<file path="src/rtl/rs_seq_pkg.sv">
package rs_seq_pkg;
  typedef enum logic [2:0] {
    ST_IDLE,
    ST_ACC,
    ST_CONV,
    ST_RGAP,
    ST_TAIL,
    ST_FGAP
  } rs_state_e;

  localparam int unsigned HALVES = 2;
endpackage

</file>
<file path="src/rtl/rs_dwell_timer.sv">
module rs_dwell_timer #(
  parameter int unsigned W = 16
) (
  input  logic         clk,
  input  logic         rst_n,
  input  logic         load,
  input  logic [W-1:0] load_val,
  output logic         zero
);
  logic [W-1:0] cnt_q, cnt_d;
  logic         cnt_en;

  always_comb begin
    cnt_en = load || (cnt_q != '0);
    if (load) cnt_d = load_val;
    else      cnt_d = cnt_q - 1'b1;
  end

  always_ff @(posedge clk or negedge rst_n) begin
    if (!rst_n)      cnt_q <= '0;
    else if (cnt_en) cnt_q <= cnt_d;
  end

  assign zero = (cnt_q == '0);
endmodule

</file>
<file path="src/rtl/rs_win_shadow.sv">
module rs_win_shadow #(
  parameter int unsigned ROWS  = 2048,
  parameter int unsigned ROW_W = 11
) (
  input  logic             clk,
  input  logic             rst_n,
  input  logic             load,
  input  logic [ROW_W-1:0] lo_in,
  input  logic [ROW_W-1:0] hi_in,
  input  logic [1:0]       half_in,
  output logic [ROW_W-1:0] lo_q,
  output logic [ROW_W-1:0] hi_q,
  output logic [1:0]       half_q
);
  localparam logic [ROW_W-1:0] TOP_ROW = ROW_W'(ROWS - 1);

  logic req_ok, upd_en;

  always_comb begin
    req_ok = (hi_in >= lo_in) && (hi_in <= TOP_ROW) && (half_in != 2'b00);
    upd_en = load && req_ok;
  end

  always_ff @(posedge clk or negedge rst_n) begin
    if (!rst_n) begin
      lo_q   <= '0;
      hi_q   <= TOP_ROW;
      half_q <= 2'b11;
    end else if (upd_en) begin
      lo_q   <= lo_in;
      hi_q   <= hi_in;
      half_q <= half_in;
    end
  end
endmodule

</file>
<file path="src/rtl/rs_row_seq.sv">
module rs_row_seq
  import rs_seq_pkg::*;
#(
  parameter int unsigned ROWS     = 2048,
  parameter int unsigned DLY_W    = 16,
  parameter int unsigned ACC_CYC  = 4,
  parameter int unsigned CONV_CYC = 8,
  parameter int unsigned RD_CYC   = 10,
  localparam int unsigned ROW_W   = $clog2(ROWS)
) (
  input  logic             clk,
  input  logic             rst_n,
  input  logic             seq_init,
  input  logic             win_load,
  input  logic [ROW_W-1:0] win_lo,
  input  logic [ROW_W-1:0] win_hi,
  input  logic [1:0]       half_sel,
  input  logic [DLY_W-1:0] row_gap,
  input  logic [DLY_W-1:0] frame_gap,
  output logic [ROW_W-1:0] row_addr,
  output logic [1:0]       row_acc,
  output logic [1:0]       row_rst,
  output logic             conv_go,
  output logic             rd_go,
  output logic [ROW_W-1:0] rd_addr,
  output logic             integ_go
);
  localparam logic [DLY_W-1:0] ACC_LD  = DLY_W'(ACC_CYC - 1);
  localparam logic [DLY_W-1:0] CONV_LD = DLY_W'(CONV_CYC - 1);
  localparam logic [DLY_W-1:0] RD_LD   = DLY_W'(RD_CYC - 1);

  // reset: asserted asynchronously, released on the clock
  logic [1:0] rst_sync_q;
  logic       rst_int_n;

  always_ff @(posedge clk or negedge rst_n) begin
    if (!rst_n) rst_sync_q <= 2'b00;
    else        rst_sync_q <= {rst_sync_q[0], 1'b1};
  end
  assign rst_int_n = rst_sync_q[1];

  // init edge detection
  logic init_q, init_p, init_rise;

  always_ff @(posedge clk or negedge rst_int_n) begin
    if (!rst_int_n) begin
      init_q <= 1'b0;
      init_p <= 1'b0;
    end else begin
      init_q <= seq_init;
      init_p <= init_q;
    end
  end
  assign init_rise = init_q & ~init_p;
  assign integ_go  = init_p & ~init_q;

  // window shadow, checked on write
  logic [ROW_W-1:0] sh_lo, sh_hi;
  logic [1:0]       sh_half;

  rs_win_shadow #(.ROWS(ROWS), .ROW_W(ROW_W)) i_win (
    .clk     (clk),
    .rst_n   (rst_int_n),
    .load    (win_load),
    .lo_in   (win_lo),
    .hi_in   (win_hi),
    .half_in (half_sel),
    .lo_q    (sh_lo),
    .hi_q    (sh_hi),
    .half_q  (sh_half)
  );

  // slot timer
  logic             tmr_ld, tmr_zero;
  logic [DLY_W-1:0] tmr_val;

  rs_dwell_timer #(.W(DLY_W)) i_tmr (
    .clk      (clk),
    .rst_n    (rst_int_n),
    .load     (tmr_ld),
    .load_val (tmr_val),
    .zero     (tmr_zero)
  );

  // sequencer state
  rs_state_e        st_q, st_d;
  logic [ROW_W-1:0] row_q, row_d;
  logic [ROW_W-1:0] act_hi_q;
  logic [1:0]       act_half_q;
  logic             conv_go_q, conv_go_d;
  logic             rd_go_q, rd_go_d;
  logic [ROW_W-1:0] rd_addr_q, rd_addr_d;
  logic             frame_go;

  always_comb begin
    st_d      = st_q;
    row_d     = row_q;
    tmr_ld    = 1'b0;
    tmr_val   = '0;
    conv_go_d = 1'b0;
    rd_go_d   = 1'b0;
    rd_addr_d = rd_addr_q;
    frame_go  = 1'b0;
    unique case (st_q)
      ST_IDLE: frame_go = init_rise;
      ST_ACC: if (tmr_zero) begin
        st_d      = ST_CONV;
        tmr_ld    = 1'b1;
        tmr_val   = CONV_LD;
        conv_go_d = 1'b1;
      end
      ST_CONV: if (tmr_zero) begin
        rd_go_d   = 1'b1;
        rd_addr_d = row_q;
        tmr_ld    = 1'b1;
        if (row_q == act_hi_q) begin
          st_d    = ST_TAIL;
          tmr_val = RD_LD;
        end else if (row_gap != '0) begin
          st_d    = ST_RGAP;
          tmr_val = row_gap - 1'b1;
        end else begin
          st_d    = ST_ACC;
          row_d   = row_q + 1'b1;
          tmr_val = ACC_LD;
        end
      end
      ST_RGAP: if (tmr_zero) begin
        st_d    = ST_ACC;
        row_d   = row_q + 1'b1;
        tmr_ld  = 1'b1;
        tmr_val = ACC_LD;
      end
      ST_TAIL: if (tmr_zero) begin
        if (frame_gap != '0) begin
          st_d    = ST_FGAP;
          tmr_ld  = 1'b1;
          tmr_val = frame_gap - 1'b1;
        end else begin
          frame_go = 1'b1;
        end
      end
      ST_FGAP: frame_go = tmr_zero;
      default: st_d = ST_IDLE;
    endcase
    if (frame_go) begin
      st_d    = ST_ACC;
      row_d   = sh_lo;
      tmr_ld  = 1'b1;
      tmr_val = ACC_LD;
    end
  end

  always_ff @(posedge clk or negedge rst_int_n) begin
    if (!rst_int_n) begin
      st_q      <= ST_IDLE;
      row_q     <= '0;
      conv_go_q <= 1'b0;
      rd_go_q   <= 1'b0;
      rd_addr_q <= '0;
    end else begin
      st_q      <= st_d;
      row_q     <= row_d;
      conv_go_q <= conv_go_d;
      rd_go_q   <= rd_go_d;
      rd_addr_q <= rd_addr_d;
    end
  end

  // active window, captured at each frame start
  always_ff @(posedge clk or negedge rst_int_n) begin
    if (!rst_int_n) begin
      act_hi_q   <= '0;
      act_half_q <= 2'b00;
    end else if (frame_go) begin
      act_hi_q   <= sh_hi;
      act_half_q <= sh_half;
    end
  end

  // per-half strobe gating
  logic in_acc;
  assign in_acc = (st_q == ST_ACC);

  for (genvar h = 0; h < HALVES; h++) begin : g_half
    assign row_acc[h] = in_acc & act_half_q[h];
    assign row_rst[h] = in_acc & act_half_q[h] & init_q;
  end

  assign row_addr = row_q;
  assign conv_go  = conv_go_q;
  assign rd_go    = rd_go_q;
  assign rd_addr  = rd_addr_q;
endmodule

</file>
<file path="config.mk">
export PLATFORM = sky130hd
export DESIGN_NAME = rs_row_seq
export DESIGN_NICKNAME = d
export VERILOG_FILES = /design/src/rtl/rs_seq_pkg.sv /design/src/rtl/rs_dwell_timer.sv /design/src/rtl/rs_win_shadow.sv /design/src/rtl/rs_row_seq.sv
export SDC_FILE = /design/constraint.sdc
export NUM_CORES = 1
export LEC_CHECK = 0
export BUFFER_PORTS_ARGS = -buffer_cell sky130_fd_sc_hd__buf_2
export CAP_MARGIN = 20
export CORE_UTILIZATION = 30
export CTS_CLUSTER_DIAMETER = 100
export DETAILED_ROUTE_END_ITERATION = 8
export PLACE_DENSITY = 0.47
export SLEW_MARGIN = 15
export SYNTH_ARGS = -nofsm -noshare
export SYNTH_HDL_FRONTEND = slang
export SYNTH_SLANG_ARGS = --single-unit
</file>
<file path="constraint.sdc">
create_clock -name clk -period 2.7 [get_ports clk]
set_input_delay 0.54 -clock clk [delete_from_list [all_inputs] [get_ports clk]]
set_output_delay 0.54 -clock clk [all_outputs]
set_load 0.03 [all_outputs]
</file>
### After elaboration in Yosys (flattened, before gate mapping)

Index checks and enable logic that the tools add are counted.

* register bits: 84
* word-level logic and storage cells: 93

* $add $sub $neg: 4
* order comparisons: 2
* equal/unequal tests: 14
* muxes and demuxes: 35
* bitwise gates (word level): 8
* reductions and logical operators: 16

Operators by type and width (number)
* 16-bit 2-to-1 mux: 7
* 16-bit case mux with 4 select lines: 1
* 11-bit 2-to-1 mux: 5
* 16-bit nonzero test: 3
* 16-bit by 1-bit subtractor with 16-bit output, second input constant: 3
* 3-bit 2-to-1 mux: 8
* 11-bit case mux with 2 select lines: 1
* 3-bit != test, second input constant: 7
* 16-bit logical NOT: 1
* 3-bit case mux with 5 select lines: 1
* 11-bit by 1-bit adder with 11-bit output, second input constant: 1
* 11-bit equality test: 1
* 11-bit greater-or-equal comparator: 1
* 11-bit less-or-equal comparator, second input constant: 1
* 1-bit 2-to-1 mux: 8
* 1-bit AND: 6
* 3-bit by 2-bit equality test with 1-bit output, second input constant: 2
* 3-bit equality test, second input constant: 2
* 6-bit AND reduction: 1
* 5-bit AND reduction: 1
* 2-bit 2-to-1 mux: 2
* 3-bit by 1-bit equality test with 1-bit output, second input constant: 1
* 1-bit logical AND: 3
* 3-bit logical NOT: 1
* other kinds (10): 11

### Depth between registers and ports, before layout

* depth in word-level cells: 7
* mapped depth: 9
* mapped depth without buffers: 8

### Cells and area by module

From an unflattened synthesis, not the netlist that was laid out.

* cell total of the unflattened synthesis: 675
* area, all modules: 5734.2 sq um

By module, submodules not included
* rs_row_seq: instances 1, cells an instance 366, area an instance 2961.6 sq um, seq. area each 1101.1 sq um
* rs_win_shadow: instances 1, cells an instance 205, area an instance 1813.0 sq um, seq. area each 616.8 sq um
* rs_dwell_timer: instances 1, cells an instance 104, area an instance 959.7 sq um, seq. area each 400.4 sq um

### Least setup slack after synthesis

OpenSTA, ideal clock, no wires.

* kind: register to register
* start: reg i_tmr.cnt_q[11]
* end: reg row_q[0], in the netlist row_addr[0]
* setup time: 135 ps
* arrival: 2587 ps
* setup slack: -22 ps
* cell stages (with the launch flop): 9
* period minus slack after synthesis: 2722 ps
* cell sequence: dfrtp_1 > or4_1 > buf_2 > or4_4 > or4_4 > o21ai_2 > or2_2 > buf_6 > o211ai_1

* cells in the longest elaborated chain, start to end: 5
* elaborated cells on any way between the ends: 10
* those cells by class: eq/ne: 4; mux: 3; reduce/logical: 3

RTL lines
* from (decl): RTL line rs_dwell_timer.sv:10 `logic [W-1:0] cnt_q, cnt_d;`
* from (signal assigned): RTL line rs_dwell_timer.sv:21 `else if (cnt_en) cnt_q <= cnt_d;`
* 16-bit logical NOT (*): RTL line rs_dwell_timer.sv:24 `assign zero = (cnt_q == '0);`
* 1-bit 2-to-1 mux: RTL line rs_row_seq.sv:134 `ST_TAIL: if (tmr_zero) begin`
* 1-bit case mux with 3 select lines: RTL line rs_row_seq.sv:104 `unique case (st_q)`
* 3-bit != test (no line) / 3-bit nonzero test (equally long branches)
* 5-bit AND reduction (no line)
* to (signal assigned): RTL line rs_row_seq.sv:163 `row_q <= row_d;`
* to (decl): RTL line rs_row_seq.sv:87 `logic [ROW_W-1:0] row_q, row_d;`

Every way passes the cells marked *; elsewhere a longest branch is shown, timed or not.
A chain may end at the register's enable or synchronous reset.

### Worst setup path in the final report

* start: reg i_tmr.cnt_q[11]
* end: reg row_q[7], in the netlist row_addr[7]

The elaborated chain is that of the path after synthesis.

==> impl_metrics.yaml <==
sta:
  slew_violations: 0
  setup_ws_ns: 0.118
  slew_headroom: 0.600
  hold_viol_final: 0
  setup_viol: 0
  totalNegativeSetupSlack_ns: 0
  tightest_slew_ns: 0.599
  skew_ns: 0.00710
  fmax_mhz: 387
  min_period_ns: 2.58
  fin_crit_sh: 0.956
cells_and_area:
  final_nets: 735
  drive_above_1_share: 0.321
  instances_no_fill: 883
  syn_to_final_growth_pct: 25.9
  design_area_mm2: 0.00640
  n_antenna_cell: 0
power_and_ir_drop:
  power.density_mw_per_mm2: 578
  p_leak_nw: 2.99
  max-vdd-ir-drop_mv: 0.264
critical_path:
  worstPathRequired_ns: 2.97
  startpoint_type: "flip-flop"
  crit_arrival_ns: 2.85
  worstReg2RegEnd: "row_addr[7]"
  reg2regPathDepth: 7
  regToRegStartpoint: "i_tmr.cnt_q[11]"
  r2r_slack_ns: 0.12
  path_class: "reg2reg"
  crit_path_end_kind: "flip-flop"
  critPathMaxFanout: 3
place:
  postPlaceCellArea_mm2: 0.00601
  place_congestion: 0.840
  dp_slack_ns: -0.0445
  io_buffers: 88
  hpwlAfterDp_mm: 11.1
  dpl.cell_count: 863
global_routing:
  grt_pass1_vias: 4402
  antenna_found_initial: 0
  grt_max_degree: 77
  grt_pass1_wl_mm: 23.5
  grt_overflow_total: 0
  grtUsageTotal: 0.172
drt:
  vias_per_cell: 4.98
  routed_wl_mm: 14.2
  drt_iter0_markers: 245
  wl_per_cell_um: 16.1
  remaining_drc_errors: 0
  antenna_left: 0
  first_pass_iters: 4
  vias: 4398
yosys:
  synth_cells: 538
  synth-seq-cells: 84
  synth-edff-count: 0
  ys_seq_area_frac: 0.417
  syn_nets: 615
  async_flop_share: 1.00
  ys.flop_type: "dfrtp_1"
  yosysUniqueCellTypes: 62
  syn-cell-area_mm2: 0.00508
  ys_warn_count: 0
  postSynthAreaPerCell_um2: 9.45
clocking:
  numCtsBuffers: 9
  cts_buffer_depth: 2
  clk-insertion-delay-late_ns: 0.35
  cts_root_buffer: "clkbuf_16"
  clk_pin_slew_ns: 0.06
  htreeDepth: 3
  clock_sinks: 84
  cts_tree: "done"
floorplanning:
  die_x_um: 132
  core_mm2: 0.0166
  core.rowCount: 47
  dieArea_mm2: 0.0175
  io_pins: 89
  initial_utilization: 0.307
  die_y_um: 132
status:
  outcome: "completed"
hold_path:
  hold_path.class: "reg2async"
run:
  max_cap_violations: 0
placed cells by master, fill, tap and decap left out, drive strengths merged, types with 7 or more instances in the layout:
master / count
dfstp: 13
xnor2: 28
a22oi: 20
ha: 17
xor2: 18
nor2: 35
mux2: 34
nand3: 10
nor3: 15
nand2: 83
o21ai: 15
nor4: 15
clkbuf: 10
a21oi: 18
and3: 7
buf: 128
nand2b: 8
dfrtp: 71
inv: 29
cells by family (layout without fill, tap and decap cells):
family                     after synthesis  in the layout  synth area share
buffers and inverters                   47            172            0.0394
muxes                                   40             40            0.0871
xor gates and xnor gates                46             46            0.0793
DFF                                     84             84             0.417
adders and majority gates               17             17            0.0418
AOI/OAI and AO/OA                       94             94             0.132
and+or+nand+nor                        209            209             0.203
other                                    1              1          0.000738
synth_stat cells, drive strengths merged, types with 2 or more instances:
cell	instances	share of area
nand4b	2	0.0034
dfrtp	71	0.35
mux2	34	0.075
nand4	5	0.0062
inv	27	0.020
nor3b	2	0.0030
o211ai	5	0.0074
o31ai	3	0.0044
o21ai	15	0.016
nor2b	3	0.0037
a2bb2oi	2	0.0034
nand2b	8	0.0098
and4	2	0.0034
dfstp	13	0.067
nor4	15	0.020
a21o	5	0.0074
o22ai	6	0.0074
or3	4	0.0049
ha	17	0.042
nand2	83	0.062
xor2	18	0.031
nand3	10	0.0098
nor2	35	0.026
a21bo	2	0.0039
mux2i	6	0.012
and3	7	0.0086
a31oi	4	0.0049
and2	6	0.0074
a21oi	18	0.018
nand3b	3	0.0044
or4	6	0.010
clkbuf	13	0.0096
a22oi	20	0.035
a22o	2	0.0034
buf	7	0.0098
xnor2	28	0.048
nor3	15	0.015
worst max path at each step:
stage	depth (start not counted)	slack, ns	start	to
3_5_place_dp	8	-0.04	i_tmr.cnt_q[11]	row_addr[1]
4_1_cts	8	0.01	i_tmr.cnt_q[11]	row_addr[0]
2_1_floorplan	8	0.02	i_tmr.cnt_q[11]	row_addr[0]
5_1_grt	8	-0.009	i_tmr.cnt_q[11]	row_addr[0]
3_3_place_gp	8	-0.0007	i_tmr.cnt_q[11]	row_addr[6]
6_report	7	0.12	i_tmr.cnt_q[11]	row_addr[7]
where the power goes:
part | total [mW] | internal (mW) | leakage (nW) | switching [mW]
Clock | 1.34 | 0.814 | 0.157 | 0.528
Sequential | 1.67 | 1.50 | 1.00 | 0.170
Combinational | 0.686 | 0.366 | 1.83 | 0.320
Total | 3.70 | 2.68 | 2.99 | 1.02
layout make-up:
type | instances | area, um^2
Clock buffer | 10 | 229
Clock inverter | 6 | 87.6
Multi-Input combinational cell | 407 | 2800
Tap cell | 220 | 275
Fill cell | 1696 | 10200
Timing Repair Buffer | 129 | 792
Inverter | 27 | 101
Sequential cell | 84 | 2120
state kept, by name (all words and copies together) (netlist names), 2 cells and up:
name / flops
rd_addr: 11
st_q: 3
i_win.half_q: 2
i_tmr.cnt_q: 16
act_hi_q: 11
i_win.lo_q: 11
act_half_q: 2
rst_sync_q: 2
i_win.hi_q: 11
row_addr: 11
worst max-delay path, cell delays in order, from the launching register on:
cell and delay [ns]:
dfrtp_1 0.38, or4_4 0.55, or4_4 0.43, or4_4 0.60, buf_4 0.16, nand3_1 0.10
o32ai_1 0.10, a22oi_2 0.18
through the flow:
| step | hold WS (ns) | total power, mW | util |
|---|---|---|---|
| 2_1_floorplan | 0.244 | 2.09 | - |
| 3_3_place_gp | 0.329 | 2.34 | 0.363 |
| 5_1_grt | 0.298 | 3.90 | 0.386 |
| 3_5_place_dp | 0.330 | 2.37 | 0.363 |
| 6_report | 0.274 | 3.70 | 0.386 |
| 4_1_cts | 0.290 | 3.73 | 0.383 |
timing repair:
action | CTS | global route
gates cloned | 0 | 0
pin swaps | 0 | 3
setup buffers | 0 | 2
resized for setup | 3 | 5
setup endpoints to repair | 11 | 38
endpoints found under the hold margin | 2 | 0
hold buffers | 1 | 0
per-layer routing:
metal,routed length [um],global-route usage,vias up
met1,6920,0.241,2122
met3,617,0.0265,18
met4,300,0.0696,0
li1,-,-,2157
met2,6370,0.265,101
met5,0,0,-
Power figures use the tool's default switching activity.
